**src/rtl/fdc_pkg.sv**
```systemverilog
// Shared phase type, opcode values and per-opcode counts for the host front end.
// Assumes opcodes are decoded from the low five bits of the command byte.
package fdc_pkg;

    typedef enum logic [1:0] {
        PH_IDLE   = 2'd0,
        PH_PARAM  = 2'd1,
        PH_EXEC   = 2'd2,
        PH_RESULT = 2'd3
    } phase_t;

    localparam logic [4:0] OP_SPECIFY  = 5'h03;
    localparam logic [4:0] OP_DRVSTAT  = 5'h04;
    localparam logic [4:0] OP_WRITE    = 5'h05;
    localparam logic [4:0] OP_READ     = 5'h06;
    localparam logic [4:0] OP_RECAL    = 5'h07;
    localparam logic [4:0] OP_SENSEINT = 5'h08;
    localparam logic [4:0] OP_SEEK     = 5'h0F;
    localparam logic [4:0] OP_VERSION  = 5'h10;

    localparam logic [7:0] VERSION_ID  = 8'h90;
    localparam logic [7:0] ST0_INVALID = 8'h80;
    localparam logic [7:0] ST0_SEEKEND = 8'h20;
    localparam logic [7:0] ST3_READY   = 8'h20;
    localparam logic [7:0] ST3_TRACK0  = 8'h10;

    // Number of parameter bytes that follow each opcode.
    function automatic logic [3:0] param_count(input logic [4:0] op);
        case (op)
            OP_SPECIFY: return 4'd2;
            OP_DRVSTAT: return 4'd1;
            OP_WRITE:   return 4'd8;
            OP_READ:    return 4'd8;
            OP_RECAL:   return 4'd1;
            OP_SEEK:    return 4'd2;
            default:    return 4'd0;
        endcase
    endfunction

    // Number of result bytes returned for each opcode.
    function automatic logic [3:0] result_count(input logic [4:0] op);
        case (op)
            OP_SPECIFY:  return 4'd0;
            OP_DRVSTAT:  return 4'd1;
            OP_WRITE:    return 4'd7;
            OP_READ:     return 4'd7;
            OP_RECAL:    return 4'd0;
            OP_SEEK:     return 4'd0;
            OP_SENSEINT: return 4'd2;
            default:     return 4'd1;
        endcase
    endfunction

    // True for opcodes that run a timed execution phase and raise the interrupt.
    function automatic logic needs_exec(input logic [4:0] op);
        return (op == OP_SEEK) || (op == OP_RECAL) || (op == OP_READ) || (op == OP_WRITE);
    endfunction

    // Phase entered once the last parameter byte of an opcode has arrived.
    function automatic phase_t post_param_phase(input logic [4:0] op);
        if (needs_exec(op))
            return PH_EXEC;
        else if (result_count(op) != 4'd0)
            return PH_RESULT;
        else
            return PH_IDLE;
    endfunction

endpackage

```
**src/rtl/fdc_reg_decode.sv**
```systemverilog
// Host register decode: holds the drive-control and rate registers and turns
// bus strobes into data-port write/read pulses.
// Assumes one strobe per byte and that read and write are never both high.
module fdc_reg_decode #(
    parameter int ADDR_W   = 3,
    parameter int RATE_W   = 2,
    parameter int DOR_OFS  = 2,
    parameter int MSR_OFS  = 4,
    parameter int DATA_OFS = 5,
    parameter int RATE_OFS = 7
) (
    input  logic              clk,
    input  logic              rst_n,
    input  logic [ADDR_W-1:0] addr,
    input  logic              wr_en,
    input  logic              rd_en,
    input  logic [7:0]        wdata,
    output logic [7:0]        dor_q,
    output logic [RATE_W-1:0] rate_q,
    output logic              data_wr,
    output logic              data_rd,
    output logic              sel_dor,
    output logic              sel_msr,
    output logic              sel_data
);

    // Offset decode for the three readable registers.
    always_comb begin
        sel_dor  = (addr == ADDR_W'(DOR_OFS));
        sel_msr  = (addr == ADDR_W'(MSR_OFS));
        sel_data = (addr == ADDR_W'(DATA_OFS));
        data_wr  = wr_en && sel_data;
        data_rd  = rd_en && sel_data;
    end

    // Drive-control and rate register storage.
    always_ff @(posedge clk) begin
        if (!rst_n) begin
            dor_q  <= 8'h00;
            rate_q <= '0;
        end else if (wr_en) begin
            if (sel_dor)
                dor_q <= wdata;
            if (addr == ADDR_W'(RATE_OFS))
                rate_q <= wdata[RATE_W-1:0];
        end
    end

endmodule

```
**src/rtl/fdc_cmd_seq.sv**
```systemverilog
// Command phase sequencer: collects the opcode and its parameters, times the
// execution phase and steps through the result bytes.
// Assumes MAX_PARAMS is at least the longest parameter list (eight bytes).
module fdc_cmd_seq
    import fdc_pkg::*;
#(
    parameter int MAX_PARAMS  = 8,
    parameter int EXEC_CYCLES = 16,
    localparam int IDX_W      = $clog2(MAX_PARAMS + 1),
    localparam int CNT_W      = $clog2(EXEC_CYCLES + 1)
) (
    input  logic                         clk,
    input  logic                         rst_n,
    input  logic                         hold,
    input  logic                         data_wr,
    input  logic                         data_rd,
    input  logic [7:0]                   wdata,
    output phase_t                       phase,
    output logic [4:0]                   cmd,
    output logic [MAX_PARAMS-1:0][7:0]   params,
    output logic [IDX_W-1:0]             res_idx,
    output logic                         cmd_start,
    output logic                         exec_done
);

    logic [IDX_W-1:0] par_idx;
    logic [CNT_W-1:0] ecnt;
    logic [3:0]       np_cur;
    logic [3:0]       nr_cur;

    // Counts for the command currently held.
    always_comb begin
        np_cur    = param_count(cmd);
        nr_cur    = result_count(cmd);
        cmd_start = (phase == PH_IDLE) && data_wr && !hold;
        exec_done = (phase == PH_EXEC) && (ecnt == CNT_W'(EXEC_CYCLES - 1)) && !hold;
    end

    // Phase register and byte counters.
    always_ff @(posedge clk) begin
        if (!rst_n || hold) begin
            phase   <= PH_IDLE;
            cmd     <= 5'd0;
            params  <= '0;
            par_idx <= '0;
            res_idx <= '0;
            ecnt    <= '0;
        end else begin
            case (phase)
                PH_IDLE: begin
                    if (data_wr) begin
                        cmd     <= wdata[4:0];
                        par_idx <= '0;
                        res_idx <= '0;
                        ecnt    <= '0;
                        if (param_count(wdata[4:0]) == 4'd0)
                            phase <= post_param_phase(wdata[4:0]);
                        else
                            phase <= PH_PARAM;
                    end
                end
                PH_PARAM: begin
                    if (data_wr) begin
                        params[par_idx] <= wdata;
                        if (par_idx == IDX_W'(np_cur - 4'd1))
                            phase <= post_param_phase(cmd);
                        else
                            par_idx <= par_idx + 1'b1;
                    end
                end
                PH_EXEC: begin
                    ecnt <= ecnt + 1'b1;
                    if (exec_done)
                        phase <= (nr_cur != 4'd0) ? PH_RESULT : PH_IDLE;
                end
                PH_RESULT: begin
                    if (data_rd) begin
                        if (res_idx == IDX_W'(nr_cur - 4'd1))
                            phase <= PH_IDLE;
                        else
                            res_idx <= res_idx + 1'b1;
                    end
                end
                default: phase <= PH_IDLE;
            endcase
        end
    end

endmodule

```
**src/rtl/fdc_exec_stub.sv**
```systemverilog
// Executor stub: keeps each unit's present cylinder and the last seek status,
// owns the pending interrupt and forms the result byte being presented.
// Assumes N_UNITS is at most 4, so the unit number fits in two bits.
module fdc_exec_stub
    import fdc_pkg::*;
#(
    parameter int MAX_PARAMS = 8,
    parameter int N_UNITS    = 4,
    localparam int IDX_W     = $clog2(MAX_PARAMS + 1),
    localparam int UNIT_W    = (N_UNITS > 1) ? $clog2(N_UNITS) : 1
) (
    input  logic                       clk,
    input  logic                       rst_n,
    input  logic                       hold,
    input  logic [4:0]                 cmd,
    input  logic [MAX_PARAMS-1:0][7:0] params,
    input  logic [IDX_W-1:0]           res_idx,
    input  logic                       cmd_start,
    input  logic [4:0]                 start_op,
    input  logic                       exec_done,
    output logic                       irq_pend,
    output logic [7:0]                 res_byte
);

    logic [7:0]        cyl [N_UNITS];
    logic [7:0]        st0_last;
    logic [7:0]        pcn_last;
    logic [UNIT_W-1:0] unit;
    logic [7:0]        st3;

    // Unit field and drive-status byte for the held command.
    always_comb begin
        unit = params[0][UNIT_W-1:0];
        st3  = ST3_READY | ((cyl[unit] == 8'd0) ? ST3_TRACK0 : 8'h00) | {5'd0, params[0][2:0]};
    end

    // Cylinder model, seek status and pending interrupt.
    always_ff @(posedge clk) begin
        if (!rst_n || hold) begin
            for (int i = 0; i < N_UNITS; i++)
                cyl[i] <= 8'd0;
            st0_last <= 8'd0;
            pcn_last <= 8'd0;
            irq_pend <= 1'b0;
        end else begin
            if (exec_done) begin
                case (cmd)
                    OP_SEEK: begin
                        cyl[unit] <= params[1];
                        st0_last  <= ST0_SEEKEND | 8'(unit);
                        pcn_last  <= params[1];
                        irq_pend  <= 1'b1;
                    end
                    OP_RECAL: begin
                        cyl[unit] <= 8'd0;
                        st0_last  <= ST0_SEEKEND | 8'(unit);
                        pcn_last  <= 8'd0;
                        irq_pend  <= 1'b1;
                    end
                    OP_READ, OP_WRITE: irq_pend <= 1'b1;
                    default: ;
                endcase
            end
            if (cmd_start && (start_op == OP_SENSEINT))
                irq_pend <= 1'b0;
        end
    end

    // Result byte selected by opcode and result index.
    always_comb begin
        case (cmd)
            OP_VERSION:  res_byte = VERSION_ID;
            OP_SENSEINT: res_byte = (res_idx == '0) ? st0_last : pcn_last;
            OP_DRVSTAT:  res_byte = st3;
            OP_READ, OP_WRITE: begin
                case (res_idx)
                    IDX_W'(0): res_byte = {5'd0, params[0][2:0]};
                    IDX_W'(3): res_byte = params[1];
                    IDX_W'(4): res_byte = params[2];
                    IDX_W'(5): res_byte = params[3];
                    IDX_W'(6): res_byte = params[4];
                    default:   res_byte = 8'h00;
                endcase
            end
            default: res_byte = ST0_INVALID;
        endcase
    end

endmodule

```
**src/rtl/fdc_host_front.sv**
```systemverilog
// Top of the host front end: register window, command sequencer and executor
// stub, with the status register and read-data mux formed here.
// Assumes the host polls the status register before every data-port access.
module fdc_host_front
    import fdc_pkg::*;
#(
    parameter int ADDR_W      = 3,
    parameter int RATE_W      = 2,
    parameter int N_UNITS     = 4,
    parameter int MAX_PARAMS  = 8,
    parameter int EXEC_CYCLES = 16,
    localparam int IDX_W      = $clog2(MAX_PARAMS + 1)
) (
    input  logic              clk,
    input  logic              rst_n,
    input  logic [ADDR_W-1:0] bus_addr,
    input  logic              bus_wr,
    input  logic              bus_rd,
    input  logic [7:0]        bus_wdata,
    output logic [7:0]        bus_rdata,
    output logic              irq_out,
    output logic [1:0]        drive_sel,
    output logic [3:0]        motor_en,
    output logic              io_gate_en,
    output logic [RATE_W-1:0] rate_sel
);

    logic [7:0]                 dor_q;
    logic                       data_wr, data_rd;
    logic                       sel_dor, sel_msr, sel_data;
    logic                       hold;
    phase_t                     phase;
    logic [4:0]                 cmd;
    logic [MAX_PARAMS-1:0][7:0] params;
    logic [IDX_W-1:0]           res_idx;
    logic                       cmd_start, exec_done;
    logic                       irq_pend;
    logic [7:0]                 res_byte;
    logic [7:0]                 msr;

    fdc_reg_decode #(
        .ADDR_W (ADDR_W),
        .RATE_W (RATE_W)
    ) u_dec (
        .clk      (clk),
        .rst_n    (rst_n),
        .addr     (bus_addr),
        .wr_en    (bus_wr),
        .rd_en    (bus_rd),
        .wdata    (bus_wdata),
        .dor_q    (dor_q),
        .rate_q   (rate_sel),
        .data_wr  (data_wr),
        .data_rd  (data_rd),
        .sel_dor  (sel_dor),
        .sel_msr  (sel_msr),
        .sel_data (sel_data)
    );

    fdc_cmd_seq #(
        .MAX_PARAMS  (MAX_PARAMS),
        .EXEC_CYCLES (EXEC_CYCLES)
    ) u_seq (
        .clk       (clk),
        .rst_n     (rst_n),
        .hold      (hold),
        .data_wr   (data_wr),
        .data_rd   (data_rd),
        .wdata     (bus_wdata),
        .phase     (phase),
        .cmd       (cmd),
        .params    (params),
        .res_idx   (res_idx),
        .cmd_start (cmd_start),
        .exec_done (exec_done)
    );

    fdc_exec_stub #(
        .MAX_PARAMS (MAX_PARAMS),
        .N_UNITS    (N_UNITS)
    ) u_stub (
        .clk       (clk),
        .rst_n     (rst_n),
        .hold      (hold),
        .cmd       (cmd),
        .params    (params),
        .res_idx   (res_idx),
        .cmd_start (cmd_start),
        .start_op  (bus_wdata[4:0]),
        .exec_done (exec_done),
        .irq_pend  (irq_pend),
        .res_byte  (res_byte)
    );

    // Drive-control fields, reset hold and status flags.
    always_comb begin
        hold       = !dor_q[2];
        drive_sel  = dor_q[1:0];
        motor_en   = dor_q[7:4];
        io_gate_en = dor_q[3];
        irq_out    = irq_pend && dor_q[3];
        if (hold)
            msr = 8'h00;
        else
            msr = {phase != PH_EXEC, phase == PH_RESULT,
                   (phase == PH_EXEC) && !dor_q[3], phase != PH_IDLE, 4'b0000};
    end

    // Read-data mux across the readable registers.
    always_comb begin
        if (sel_dor)
            bus_rdata = dor_q;
        else if (sel_msr)
            bus_rdata = msr;
        else if (sel_data && (phase == PH_RESULT) && !hold)
            bus_rdata = res_byte;
        else
            bus_rdata = 8'h00;
    end

endmodule

```
**config.mk**
```make
export PLATFORM = sky130hd
export DESIGN_NAME = fdc_host_front
export DESIGN_NICKNAME = d
export VERILOG_FILES = /design/src/rtl/fdc_pkg.sv /design/src/rtl/fdc_reg_decode.sv /design/src/rtl/fdc_cmd_seq.sv /design/src/rtl/fdc_exec_stub.sv /design/src/rtl/fdc_host_front.sv
export SDC_FILE = /design/constraint.sdc
export NUM_CORES = 1
export LEC_CHECK = 0
export BUFFER_PORTS_ARGS = -buffer_cell sky130_fd_sc_hd__buf_2
export CORE_MARGIN = 2
export CORE_UTILIZATION = 40
export CTS_CLUSTER_SIZE = 8
export DETAILED_ROUTE_END_ITERATION = 12
export GPL_TIMING_DRIVEN = 0
export PLACE_DENSITY_LB_ADDON = 0.05
export SLEW_MARGIN = 20
export SYNTH_ARGS = -nofsm -noshare
export SYNTH_HDL_FRONTEND = slang
export SYNTH_SLANG_ARGS = --single-unit
```
**constraint.sdc**
```tcl
create_clock -name clk -period 3.3 [get_ports clk]
set_clock_uncertainty 0.15 [all_clocks]
set_input_delay 0.33 -clock clk [delete_from_list [all_inputs] [get_ports clk]]
set_output_delay 0.33 -clock clk [all_outputs]
set_load 0.03 [all_outputs]
```
# Yosys cells after proc, flatten, opt, wreduce, memory -nomap -nowiden

Memories as Yosys holds them, arrays and structs flattened. A register that Yosys moved wholly into a read port is not among the register bits.
Cells that the tools add are included.
W data, S select, Z words.

Word-level logic and storage cells: 190
Register bits: 106
Memories kept: 1
RAM bits: 32

Memories:

| name       | depth | bits a word | rd ports | clocked after memory_dff | wr ports | line                | source |
|---|---|---|---|---|---|---|---|
| u_stub.cyl | 4     | 8           | 1        | 1                        | 4        | fdc_exec_stub.sv:25 | `logic [7:0] cyl [N_UNITS];` |

Reductions and logical operators: 57
Mux-type cells: 67
Eq/ne operators: 38
Add/subtract/negate cells: 5
$lt $le $gt $ge: 2
Bitwise logic cells: 2

Operators with widths:

| cell                 | number |
|---|---|
| $mux W4              | 18 |
| $bwmux W64           | 1 |
| $mux W8              | 8 |
| $eq A5 B3 Y1 const B | 8 |
| $pmux W8 S5          | 1 |
| $pmux W8 S4          | 1 |
| $mux W2              | 15 |
| $eq A5 B4 Y1 const B | 5 |
| $demux W8 S3         | 1 |
| $pmux W4 S3          | 2 |
| $pmux W3 S3          | 2 |
| $pmux W4 S2          | 2 |
| $pmux W8 S2          | 1 |
| $reduce_and A2 Y1    | 8 |
| $reduce_or A2 Y1     | 8 |
| $eq A4 B3 Y1 const B | 3 |
| $logic_and A1 B1 Y1  | 12 |
| $reduce_bool A4 Y1   | 3 |
| $mux W1              | 11 |
| $eq A5 B2 Y1 const B | 2 |
| $mux W5              | 2 |
| $ne A2 B2 Y1 const B | 5 |
| $pmux W5 S2          | 1 |
| $reduce_bool A2 Y1   | 5 |
| other kinds (27)     | 46 |

# Logic depth before layout (Yosys ltp)

Gate-level depths: netlist of run 1.

Depth in word-level cells: 17
Depth in mapped cells: 11
Mapped depth without buffers: 10

# By module

A second synthesis of run 1 with hierarchy kept.

Cell total of the unflattened synthesis: 718
Area, all modules: 6608.8 um^2

Modules (own cells, without submodules):

| module         | sequential area each (um^2) | area an instance (um^2) | cells an instance | times used |
|---|---|---|---|---|
| fdc_cmd_seq    | 1681.6                      | 3658.5                  | 405               | 1 |
| fdc_exec_stub  | 1201.2                      | 2331.0                  | 243               | 1 |
| fdc_reg_decode | 200.2                       | 445.4                   | 48                | 1 |
| fdc_host_front | 0.0                         | 173.9                   | 22                | 1 |

# Worst setup path after synthesis of run 1

Ideal clock, no wire load.

Kind: flip-flop to output port
From: register u_seq.res_idx[0]
To: output bus_rdata[0]
Cell stages (with the launch flop): 10
Data arrival time: 2.777 ns
Slack: 0.043 ns
Path buffers: 2
Path through: dfxtp_1 > inv_1 > ha_1 > clkbuf_1 > or3b_2 > clkbuf_1 > maj3_1 > nor2_1 > a222oi_1 > o21ai_0

Cells in the longest elaborated chain, start to end: 6

Ends and longest elaborated chain:

| what                                          | line                                     | source |
|---|---|---|
| start: declaration                            | fdc_cmd_seq.sv:21                        | `output logic [IDX_W-1:0] res_idx,` |
| start signal: assignment                      | fdc_cmd_seq.sv:81                        | `res_idx <= res_idx + 1'b1;` |
| $eq A4 B3 Y1 (tied with other cells)          | fdc_exec_stub.sv:76                      | `case (res_idx)` |
| $pmux W8 S5 / $mux W8 (equally long branches) | fdc_exec_stub.sv:76, fdc_exec_stub.sv:73 |  |
| $pmux W8 S4 (*)                               | fdc_exec_stub.sv:71                      | `case (cmd)` |
| $mux W8 (*)                                   | fdc_host_front.sv:115                    | `else if (sel_data && (phase == PH_RESULT) && !hold)` |
| $mux W8 (*)                                   | fdc_host_front.sv:113                    | `else if (sel_msr)` |
| $mux W8 (*)                                   | fdc_host_front.sv:111                    | `if (sel_dor)` |
| end: declaration                              | fdc_host_front.sv:20                     | `output logic [7:0] bus_rdata,` |

Mark *: on every way between the ends. The rest lies on a longest branch, timed or not.

# Worst setup path in the final report of run 1

From: register u_seq.res_idx[1]
To: output bus_rdata[4]

The elaborated chain is that of the path after synthesis.

==> results.toml, run 1 <==
[routing]
antenna_violating_nets_post_route = 0
met2WireLength_mm = 7.36
dr.first_iter.drc_count = 280
firstDrtPassIters = 5
route.detailed.wl_per_inst_um = 19.0
drt-total-wl_mm = 15.7
drt-met1-wl_mm = 7.25
routed-wl-met3_um = 704
routed-via-count = 4523
via_per_inst = 5.48
drt_drc_violations_left = 0
top_layer_used = "met4"

[power_and_ir_drop]
pwr-share-seq_pct = 55.2
leakagePower_uw = 0.00235
pwr-share-comb_pct = 3.0
switching_share_pct = 23.6
post-layout-total-power_uw = 2540
netSwitchingPower_uw = 601
cell_internal_pwr_uw = 1940
power-per-cell-area_mw_per_mm2 = 415
clock_share_of_power_pct = 41.8
max-vdd-ir-drop_mv = 0.240

[global_routing]
grt_antenna_before_repair = 0
maximum_number_of_pins_on_one_net_before_global_route_repair = 20
globalRoute.totalOverflow = 0
grt_pass1_vias = 4345
grt_use_total_pct = 22.4
grt_first_pass_wirelength_mm = 24.4

[synth]
synth_simple_gate_area_share_pct = 22.9
post_synthesis_share_of_cell_area_spent_on_xor_and_xnor_gates_pct = 1.13
postSynthCellCount = 611
async_reset_ff_share_pct = 0
synth_top_family_by_area = "simple AND/OR/NAND/NOR gates"
synthDistinctLibCells = 64
synth.cell_area_mm2 = 0.00543
synth_ff_type = "dfxtp_1"
flip_flop_and_latch_count_after_synthesis = 111
seq_area_frac_synth_pct = 46.9
yosys.area_share.adder_pct = 2.68
synth.mux.area_fraction_pct = 7.45
syn_area_per_cell_um2 = 8.88
synth-compound-area-share_pct = 13.7
synth_warnings = 0
synth_edf_count = 32
synthesis.nets = 636

[cts]
cts_root_buf = "clkbuf_16"
clock-sinks = 111
clock_tree_from_tritoncts = "done"
holdBufCountCts = 0
cts_buffers = 9
clock_tree.buffer_depth = 2
clk-insertion-delay-late_ns = 0.37
cts-htree-levels = 3
clk_transition_reported_paths_ns = 0.08

[finish]
syn2layout_area_growth_pct = 13.0
multi_input_area_mm2 = 0.00267
finalNonFillerCells = 826
area.sequential_mm2 = 0.00254
share_of_layout_cells_above_drive_strength_1_pct = 12.2
n_fill_cell = 1352
insertedDiodeCount = 0
design.final.nets = 670

[placement]
buffer_ports.inserted = 26
gpl.final_weighted_congestion = 0.907
dp_hpwl_mm = 11.5
placed_cells_incl_taps = 813

[timing]
final-setup-viol-count = 0
tightestPinTransition_ns = 0.904
min_period_over_period_pct = 95.8
rsz0062_at_grt = "no"
timing.slew.headroom_pct = 39.2
hold_viol = 0
whs_ns = 0.118
finalCriticalPeriod_ns = 3.16
drv_slew = 0
max_freq_mhz = 316

[worst_setup_path]
criticalPathCategory = "flop to output port"
timing.critical_path.from_type = "flop"
critical_path.max_fanout = 10
ff2ff_path_depth = 11
r2r_setup_slack_ns = 0.14
rr_startpoint = "u_seq.cmd[0]"
r2r_end = "u_seq.res_idx[2]"
end_kind = "output port"
critical_path_required_ns = 2.82
timing.critical_path.arrival_ns = 2.68

[worst_hold_path]
worstHoldStart = "bus_wdata[7]"
holdPathStages = 3
holdPathEnd = "u_dec.dor_q[7]"
timing.hold.worst.class = "primary input to flop"

[die]
io_pins = 33
rows = 42
die_w_um = 120
start_util_pct = 41.0
die_h_um = 120
core-area_mm2 = 0.0132
die-area_mm2 = 0.0145

[outcome]
outcome = "completed"

[flow_run]
maxCapViolations = 0
## per-stage QoR
| stage | cell area (um^2) | TNS [ns] | util, % | worst slack (ns) |
|---|---|---|---|---|
| 2_1_floorplan | 5430 | 0 | - | 0.0435 |
| 3_3_place_gp | 5780 | -1.66 | 43.6 | -0.275 |
| 3_5_place_dp | 5780 | -2.11 | 43.6 | -0.282 |
| 4_1_cts | 6100 | -0.0280 | 46.0 | -0.0280 |
| 5_1_grt | 6130 | 0 | 46.3 | 0.00254 |
| 6_report | 6130 | 0 | 46.3 | 0.139 |
## area by class of cell
cell class / count / area share, %
plain buffers: 44 / 3.31
clock buffers: 9 / 3.67
clock inverters: 7 / 0.959
inverters: 19 / 1.16
multi-input cells: 433 / 43.5
flip-flops and latches: 111 / 41.5
well taps: 176 / 3.59
repair buffers: 27 / 2.29
## cells in the final DEF (no fill, tap or decap), types with 3 or more instances in the layout
cell       netlist  final
nor2_1          67     64
nor3_1           7      7
xnor2_1          5      5
nor4_1          12     12
and3_1          10     10
nand2_1         93     93
clkbuf_1        36     31
nand4_1          3      3
mux2_2           3      3
o21ai_1          1      4
mux2i_1         37     37
inv_1           18     18
nand3_1         32     32
edfxtp_1        32     32
and2_1          12     12
ha_1            10      9
o22ai_1          4      4
nand3b_1         3      3
a222oi_1        11     11
nor2b_1          3      3
o21ai_0         25     22
buf_4            6      7
a21oi_1         32     32
o211ai_1         3      3
or3_1            5      5
clkbuf_16        0      9
buf_2            4     29
a31oi_1          4      4
a21boi_0         8      8
dfxtp_1         79     77
## Yosys cell counts (2+ instances only)
cell | instances | area share, %
nand3_1 | 32 | 3.0
dfxtp_1 | 79 | 29
maj3_1 | 2 | 0.37
a222oi_1 | 11 | 2.0
mux2i_1 | 37 | 6.8
nand3b_1 | 3 | 0.42
xnor2_1 | 5 | 0.81
a221oi_1 | 2 | 0.32
a21oi_1 | 32 | 3.0
nor2b_1 | 3 | 0.35
nand2_1 | 93 | 6.4
o31ai_1 | 3 | 0.42
nand2b_1 | 2 | 0.23
a21boi_0 | 8 | 1.1
nand4_1 | 3 | 0.35
and3_1 | 10 | 1.2
and2_1 | 12 | 1.4
buf_2 | 4 | 0.37
nor3_1 | 7 | 0.65
nor4_1 | 12 | 1.4
edfxtp_1 | 32 | 18
buf_4 | 6 | 0.83
inv_1 | 18 | 1.2
nor2_1 | 67 | 4.6
a211oi_1 | 3 | 0.42
o21ai_0 | 25 | 2.3
mux2_2 | 3 | 0.62
nor3b_1 | 2 | 0.28
o21a_1 | 2 | 0.28
ha_1 | 10 | 2.3
clkbuf_1 | 36 | 2.5
a22oi_1 | 2 | 0.28
a31oi_1 | 4 | 0.46
o211ai_1 | 3 | 0.42
o22ai_1 | 4 | 0.46
or3_1 | 5 | 0.58
xor2_1 | 2 | 0.32
## power groups by stage
stage / clock (uW) / sequential, uW / combinational (uW)
5_1_grt: 1130 / 1400 / 82.9
4_1_cts: 1070 / 1400 / 76.2
3_5_place_dp: 0 / 1440 / 75.9
2_1_floorplan: 0 / 1440 / 41.7
3_3_place_gp: 0 / 1440 / 75.2
6_report: 1060 / 1400 / 76.3
## kinds of logic (layout without fill, tap and decap cells)
logic type | after synthesis | in the layout
AOI/OAI and AO/OA | 110 | 110
xor gates and xnor gates | 7 | 7
muxes | 40 | 40
adders and majority gates | 12 | 12
buffers and inverters | 67 | 106
DFF | 111 | 111
and+or+nand+nor | 264 | 264
## state kept, by name, summed over array words and instances (netlist names), named ones only
name             count
u_dec.dor_q          8
u_stub.irq_pend      1
u_seq.par_idx        4
u_stub.cyl          32
u_stub.pcn_last      8
u_stub.st0_last      3
u_seq.cmd            5
u_seq.phase          2
u_dec.rate_q         2
u_seq.res_idx        4
u_seq.params        35
u_seq.ecnt           5
## worst max-delay path: stages, from the launching register on
cell,delay (ns)
dfxtp_1,0.45
inv_1,0.14
ha_4,0.22
or3b_4,0.31
nand4b_1,0.16
a2111oi_4,0.35
a21oi_1,0.07
o41a_1,0.15
o21ai_1,0.23
clkbuf_4,0.25
## timing repair
action	4_1_cts	5_1_grt
gates resized for setup	12	10
pin swaps	1	1
endpoints found under the setup margin	30	16
hold endpoints to repair	0	0
buffers inserted	1	0
## routing by layer
| layer | track usage, % | up-vias |
|---|---|---|
| li1 | - | 2229 |
| met1 | 29.8 | 2148 |
| met2 | 36.7 | 125 |
| met3 | 3.54 | 21 |
| met4 | 8.50 | 0 |
| met5 | 0 | - |
## worst max path at each step
| stage | start | endpoint | slack (ns) | cells past startpoint |
|---|---|---|---|---|
| after floorplan | u_seq.res_idx[0] | bus_rdata[0] | 0.04 | 9 |
| after global placement | u_seq.res_idx[0] | bus_rdata[4] | -0.27 | 11 |
| after detailed placement | u_seq.cmd[1] | u_seq.res_idx[3] | -0.28 | 11 |
| after CTS | u_seq.cmd[2] | bus_rdata[4] | -0.03 | 8 |
| after global routing | u_seq.cmd[0] | u_seq.res_idx[2] | 0.003 | 11 |
| final | u_seq.res_idx[1] | bus_rdata[4] | 0.14 | 9 |
Note: power is estimated with default switching activity, not from simulation.
==> run 2, diff against run 1 <==
CORE_UTILIZATION = 55   (was 40)
==> results.toml, run 2 (same netlist as run 1, synthesis figures left out) <==
[cts]
cts_root_buf = "clkbuf_8"
clock_tree.buffer_depth = 2
cts-htree-levels = 3
cts_buffers = 9
clock-sinks = 111
clk-insertion-delay-late_ns = 0.39
clock_tree_from_tritoncts = "done"
clk_transition_reported_paths_ns = 0.11

[worst_setup_path]
rr_startpoint = "u_seq.cmd[0]"
crit_buf_inv = 1
criticalPathCategory = "flop to flop"
critical_path_slowest_stage_cell = "or4b_4"
critical_path.max_fanout = 10
critical_path.max_stage_delay_ns = 0.58
r2r_setup_slack_ns = 0.1
timing.critical_path.arrival_ns = 3.38
r2r_end = "u_seq.res_idx[2]"
critical_path_required_ns = 3.48
crit_chain = "buf_2 -> or4b_4 -> nor2_4 -> a21oi_1 -> ha_1 -> xnor2_1 -> or3_4 -> a2111oi_4 -> a31oi_2 -> a31o_2 -> a21boi_2"
ff2ff_path_depth = 11
timing.critical_path.from_type = "flop"
end_kind = "flop"
worst_path_dominant_cell_family = "compound AO/OA/AOI/OAI gates"

[global_routing]
globalRoute.totalOverflow = 0
grt_pass1_vias = 4295
grt_antenna_before_repair = 0
maximum_number_of_pins_on_one_net_before_global_route_repair = 21
grt_first_pass_wirelength_mm = 22.8
grt_use_total_pct = 29.0

[routing]
drt-total-wl_mm = 14.9
via_per_inst = 5.88
routed-via-count = 4613
firstDrtPassIters = 6
route.detailed.wl_per_inst_um = 19.0
dr.first_iter.drc_count = 337
drt_drc_violations_left = 0
routed-wl-met3_um = 801
met2WireLength_mm = 7.19
drt-met1-wl_mm = 6.45
antenna_violating_nets_post_route = 0
top_layer_used = "met4"

[flow_run]
maxCapViolations = 0

[power_and_ir_drop]
max-vdd-ir-drop_mv = 0.205
leakagePower_uw = 0.00233
power-per-cell-area_mw_per_mm2 = 390

[placement]
placed_cells_incl_taps = 770
buffer_ports.inserted = 26
dp_hpwl_mm = 10.8
placed_cell_area_mm2 = 0.00572
gpl.final_weighted_congestion = 0.955

[finish]
largest_register_ff_count = 35
share_of_layout_cells_above_drive_strength_1_pct = 13.2
most-common-layout-cells = "nand2_1 (93), dfxtp_1 (77), nor2_1 (64)"
layout_top_registers = "u_seq.params x35, u_stub.cyl x32"
finalNonFillerCells = 785
insertedDiodeCount = 0
mostFrequentLayoutCell = "nand2_1"
design.final.nets = 672
syn2layout_area_growth_pct = 11.0
max_flop_register = "u_seq.params"
layout.cell_area.non_filler_mm2 = 0.00602

[timing]
min_period_over_period_pct = 97.1
fin_tns_setup_ns = 0
max_freq_mhz = 312
finalCriticalPeriod_ns = 3.20
drv_slew = 0
rsz0062_at_grt = "no"
tightestPinTransition_ns = 0.821
final-setup-viol-count = 0
timing.slew.headroom_pct = 44.8
hold_viol = 0

[die]
rows = 36
die_w_um = 103
start_util_pct = 56.0
die-area_mm2 = 0.0107
io_pins = 33
die_h_um = 103
core-area_mm2 = 0.00968

[outcome]
outcome = "completed"

[worst_hold_path]
timing.hold.worst.class = "primary input to flop"
holdPathEnd = "u_seq.params[31]"
worstHoldStart = "bus_wdata[7]"
holdPathStages = 3
-- run 2: changes by cell type in the layout (fill, tap and decap cells not counted), sizes merged --
cell / previous run / this run
clkinv: 6 / 5
inv: 19 / 20
bufinv: 0 / 1
buf: 37 / 41
clkinvlp: 1 / 0
clkbuf: 43 / 41
-- run 2: area by class of cell --
| cell class | instances | area [um^2] |
|---|---|---|
| Inverter | 19 | 71.3 |
| Timing Repair Buffer | 30 | 163 |
| Tap cell | 133 | 166 |
| Fill cell | 833 | 3660 |
| Multi-Input combinational cell | 433 | 2670 |
| Clock buffer | 9 | 124 |
| Sequential cell | 111 | 2540 |
| Buffer | 43 | 198 |
| Clock inverter | 7 | 90.1 |
-- run 2: power by group --
group	internal (uW)	switching (uW)
logic	22.0	52.9
clock network	368	501
registers	1400	3.95
-- run 2: worst register-to-register path, cell delays in order (launching register included) --
cell,delay [ns]
dfxtp_1,0.31
buf_2,0.18
or4b_4,0.58
nor2_4,0.13
a21oi_1,0.08
ha_1,0.22
xnor2_1,0.14
or3_4,0.35
a2111oi_4,0.39
a31oi_2,0.20
a31o_2,0.29
a21boi_2,0.12
-- run 2: worst max-delay path by stage --
stage                     startpoint  depth (start not counted)  slack, ns                to
finish                  u_seq.cmd[0]                         11        0.1  u_seq.res_idx[2]
global route        u_seq.res_idx[1]                          8      0.007      bus_rdata[1]
floorplan           u_seq.res_idx[0]                          9       0.04      bus_rdata[0]
detailed placement      u_seq.cmd[1]                         11      -0.23  u_seq.res_idx[2]
global placement    u_seq.res_idx[0]                         10      -0.23      bus_rdata[0]
CTS                 u_seq.res_idx[0]                          8     0.0005      bus_rdata[1]
-- run 2: metal layers --
layer | track usage (%) | up-vias
li1 | - | 2226
met1 | 37.0 | 2188
met2 | 48.2 | 161
met3 | 5.31 | 38
met4 | 12.3 | 0
met5 | 0 | -
-- run 2: per-stage QoR --
step | setup WS (ns) | util, % | total power, uW | hold WS (ns)
after floorplan | 0.0435 | - | 1480 | 0.278
after global placement | -0.227 | 59.1 | 1510 | 0.288
after detailed placement | -0.234 | 59.1 | 1510 | 0.295
after CTS | 0.000472 | 61.8 | 2360 | 0.0636
after global routing | 0.00663 | 62.2 | 2430 | 0.0869
final | 0.0969 | 62.2 | 2350 | 0.0754
-- run 2: timing repair --
| item | CTS | global route |
|---|---|---|
| buffers inserted | 2 | 2 |
| hold buffers | 0 | 0 |
| pin swaps | 3 | 2 |
| setup endpoints to repair | 22 | 14 |
| gates resized for setup | 14 | 12 |
==> run 3, diff against run 2 <==
GPL_TIMING_DRIVEN = default   (was 0)
==> results.toml, run 3 (same netlist as run 1, synthesis figures left out) <==
[power_and_ir_drop]
cell_internal_pwr_uw = 1720
switching_share_pct = 22.9
clock_share_of_power_pct = 34.0
pwr-share-comb_pct = 3.2
power-per-cell-area_mw_per_mm2 = 379
leakagePower_uw = 0.00232
pwr-share-seq_pct = 62.9
netSwitchingPower_uw = 511
max-vdd-ir-drop_mv = 0.249

[routing]
route.detailed.wl_per_inst_um = 18.5
firstDrtPassIters = 5
drt-total-wl_mm = 14.1
routed-via-count = 4508
antenna_violating_nets_post_route = 0
drt_drc_violations_left = 0
dr.first_iter.drc_count = 352
via_per_inst = 5.89

[die]
die_h_um = 103
io_pins = 33
die_w_um = 103
die-area_mm2 = 0.0107
start_util_pct = 56.0
core-area_mm2 = 0.00968
rows = 36

[cts]
clk-insertion-delay-late_ns = 0.37
postCtsSetupBuffers = 0
cts_buffers = 9
clock_tree.buffer_depth = 2
clock-sinks = 111
clk_transition_reported_paths_ns = 0.10
cts-htree-levels = 3
holdBufCountCts = 0
cts_root_buf = "clkbuf_8"
clock_tree_from_tritoncts = "done"
cts_repair_resize_count = 0

[placement]
buffer_ports.inserted = 32
gpl.final_weighted_congestion = 0.869
place_worst_setup_slack_ns = 0.204
dp_hpwl_mm = 10.1

[global_routing]
global_route.peak_usage_layer = "met2"
grt_use_total_pct = 27.7
maximum_number_of_pins_on_one_net_before_global_route_repair = 43
globalRouteMet1Util_pct = 37.6
globalRoute.totalOverflow = 0
grt_pass1_vias = 4068
grt_first_pass_wirelength_mm = 22.1
global_route_met3_usage_pct = 3.90
grt_antenna_before_repair = 0
groute.layer.met2.usage_pct = 45.6

[worst_setup_path]
critical_path.max_fanout = 4
criticalPathCategory = "flop to flop"
critical_path_required_ns = 3.45
end_kind = "flop"
critical_path.max_stage_delay_ns = 0.70
ff2ff_path_depth = 10
critical_path.startpoint = "u_seq.cmd[0]"
crit_chain = "or4b_2 -> nor2_1 -> a21oi_1 -> ha_1 -> xnor2_1 -> or3_4 -> a2111oi_4 -> a31oi_2 -> a31o_2 -> a21boi_2"
timing.critical_path.from_type = "flop"
critical_path_slowest_stage_cell = "or4b_2"
r2r_end = "u_seq.res_idx[2]"
timing.critical_path.arrival_ns = 3.31
r2r_setup_slack_ns = 0.14
worst_setup_path_endpoint = "u_seq.res_idx[2]"
rr_startpoint = "u_seq.cmd[0]"

[timing]
timing.slew.headroom_pct = 58.5
hold_viol = 0
tightestPinTransition_ns = 0.620
finalCriticalPeriod_ns = 3.16
max_freq_mhz = 317
final-setup-viol-count = 0
layout_setup_ws_ns = 0.141
min_period_over_period_pct = 95.7
drv_slew = 0
rsz0062_at_grt = "no"
fin_tns_setup_ns = 0

[worst_hold_path]
timing.hold.worst.class = "primary input to flop"
holdPathStages = 3

[finish]
n_fill_cell = 872
max_flop_register = "u_seq.params"
syn2layout_area_growth_pct = 8.56
design.final.nets = 652
layout_top_registers = "u_seq.params x35, u_stub.cyl x32"
insertedDiodeCount = 0
most-common-layout-cells = "nand2_1 (92), dfxtp_1 (79), nor2_1 (66)"
post-route-util_pct = 60.8
share_of_layout_cells_above_drive_strength_1_pct = 13.6
largest_register_ff_count = 35
mostFrequentLayoutCell = "nand2_1"

[flow_run]
maxCapViolations = 0

[outcome]
outcome = "completed"
run 3: layout make-up:
class / instances / area (um^2) / area share (%)
multi-input combinational: 433 / 2620 / 44.4
sequential: 111 / 2540 / 43.2
timing repair buffer: 53 / 318 / 5.40
tap: 133 / 166 / 2.83
clock buffer: 12 / 145 / 2.46
inverter: 19 / 71.3 / 1.21
clock inverter: 4 / 28.8 / 0.489
run 3: through the flow:
stage,cell area (um^2),power (uW),hold WS (ns),instances
2_1_floorplan,5430,1480,0.278,611
3_3_place_gp,5700,1500,0.287,749
3_5_place_dp,5700,1510,0.297,749
4_1_cts,5870,2240,0.0816,765
5_1_grt,5890,2310,0.0986,765
6_report,5890,2230,0.0967,765
run 3: critical path, delay by kind of cell (launching register included):
family	cells	cell delay, ns
flops	1	0.32
fa+ha+maj	1	0.22
simple gates	3	1.21
compound gates	5	1.05
xor+xnor	1	0.14
run 3: how the worst min path moves through the flow:
stage / slack (ns) / endpoint / from
global route: 0.1 / u_seq.params[31] / bus_wdata[7]
detailed placement: 0.30 / u_stub.pcn_last[0] / u_stub.pcn_last[0]
global placement: 0.29 / u_stub.pcn_last[5] / u_stub.pcn_last[5]
floorplan: 0.28 / u_stub.pcn_last[0] / u_stub.pcn_last[0]
finish: 0.1 / u_seq.params[31] / bus_wdata[7]
CTS: 0.08 / u_seq.params[31] / bus_wdata[7]
run 3: routing by layer:
layer | routed length (um) | up-vias | share of wire [%]
met4 | 251 | 0 | 1.8
met1 | 6180 | 2160 | 44
met3 | 887 | 22 | 6.3
li1 | - | 2179 | -
met5 | 0 | - | 0
met2 | 6800 | 147 | 48
run 3: power groups by stage:
stage               clock (uW)  combinational, uW  sequential [uW]
CTS                        769               69.9             1400
global route               826               76.3             1410
floorplan                    0               41.7             1440
global placement             0               69.0             1440
detailed placement           0               69.8             1440
finish                     759               70.8             1400
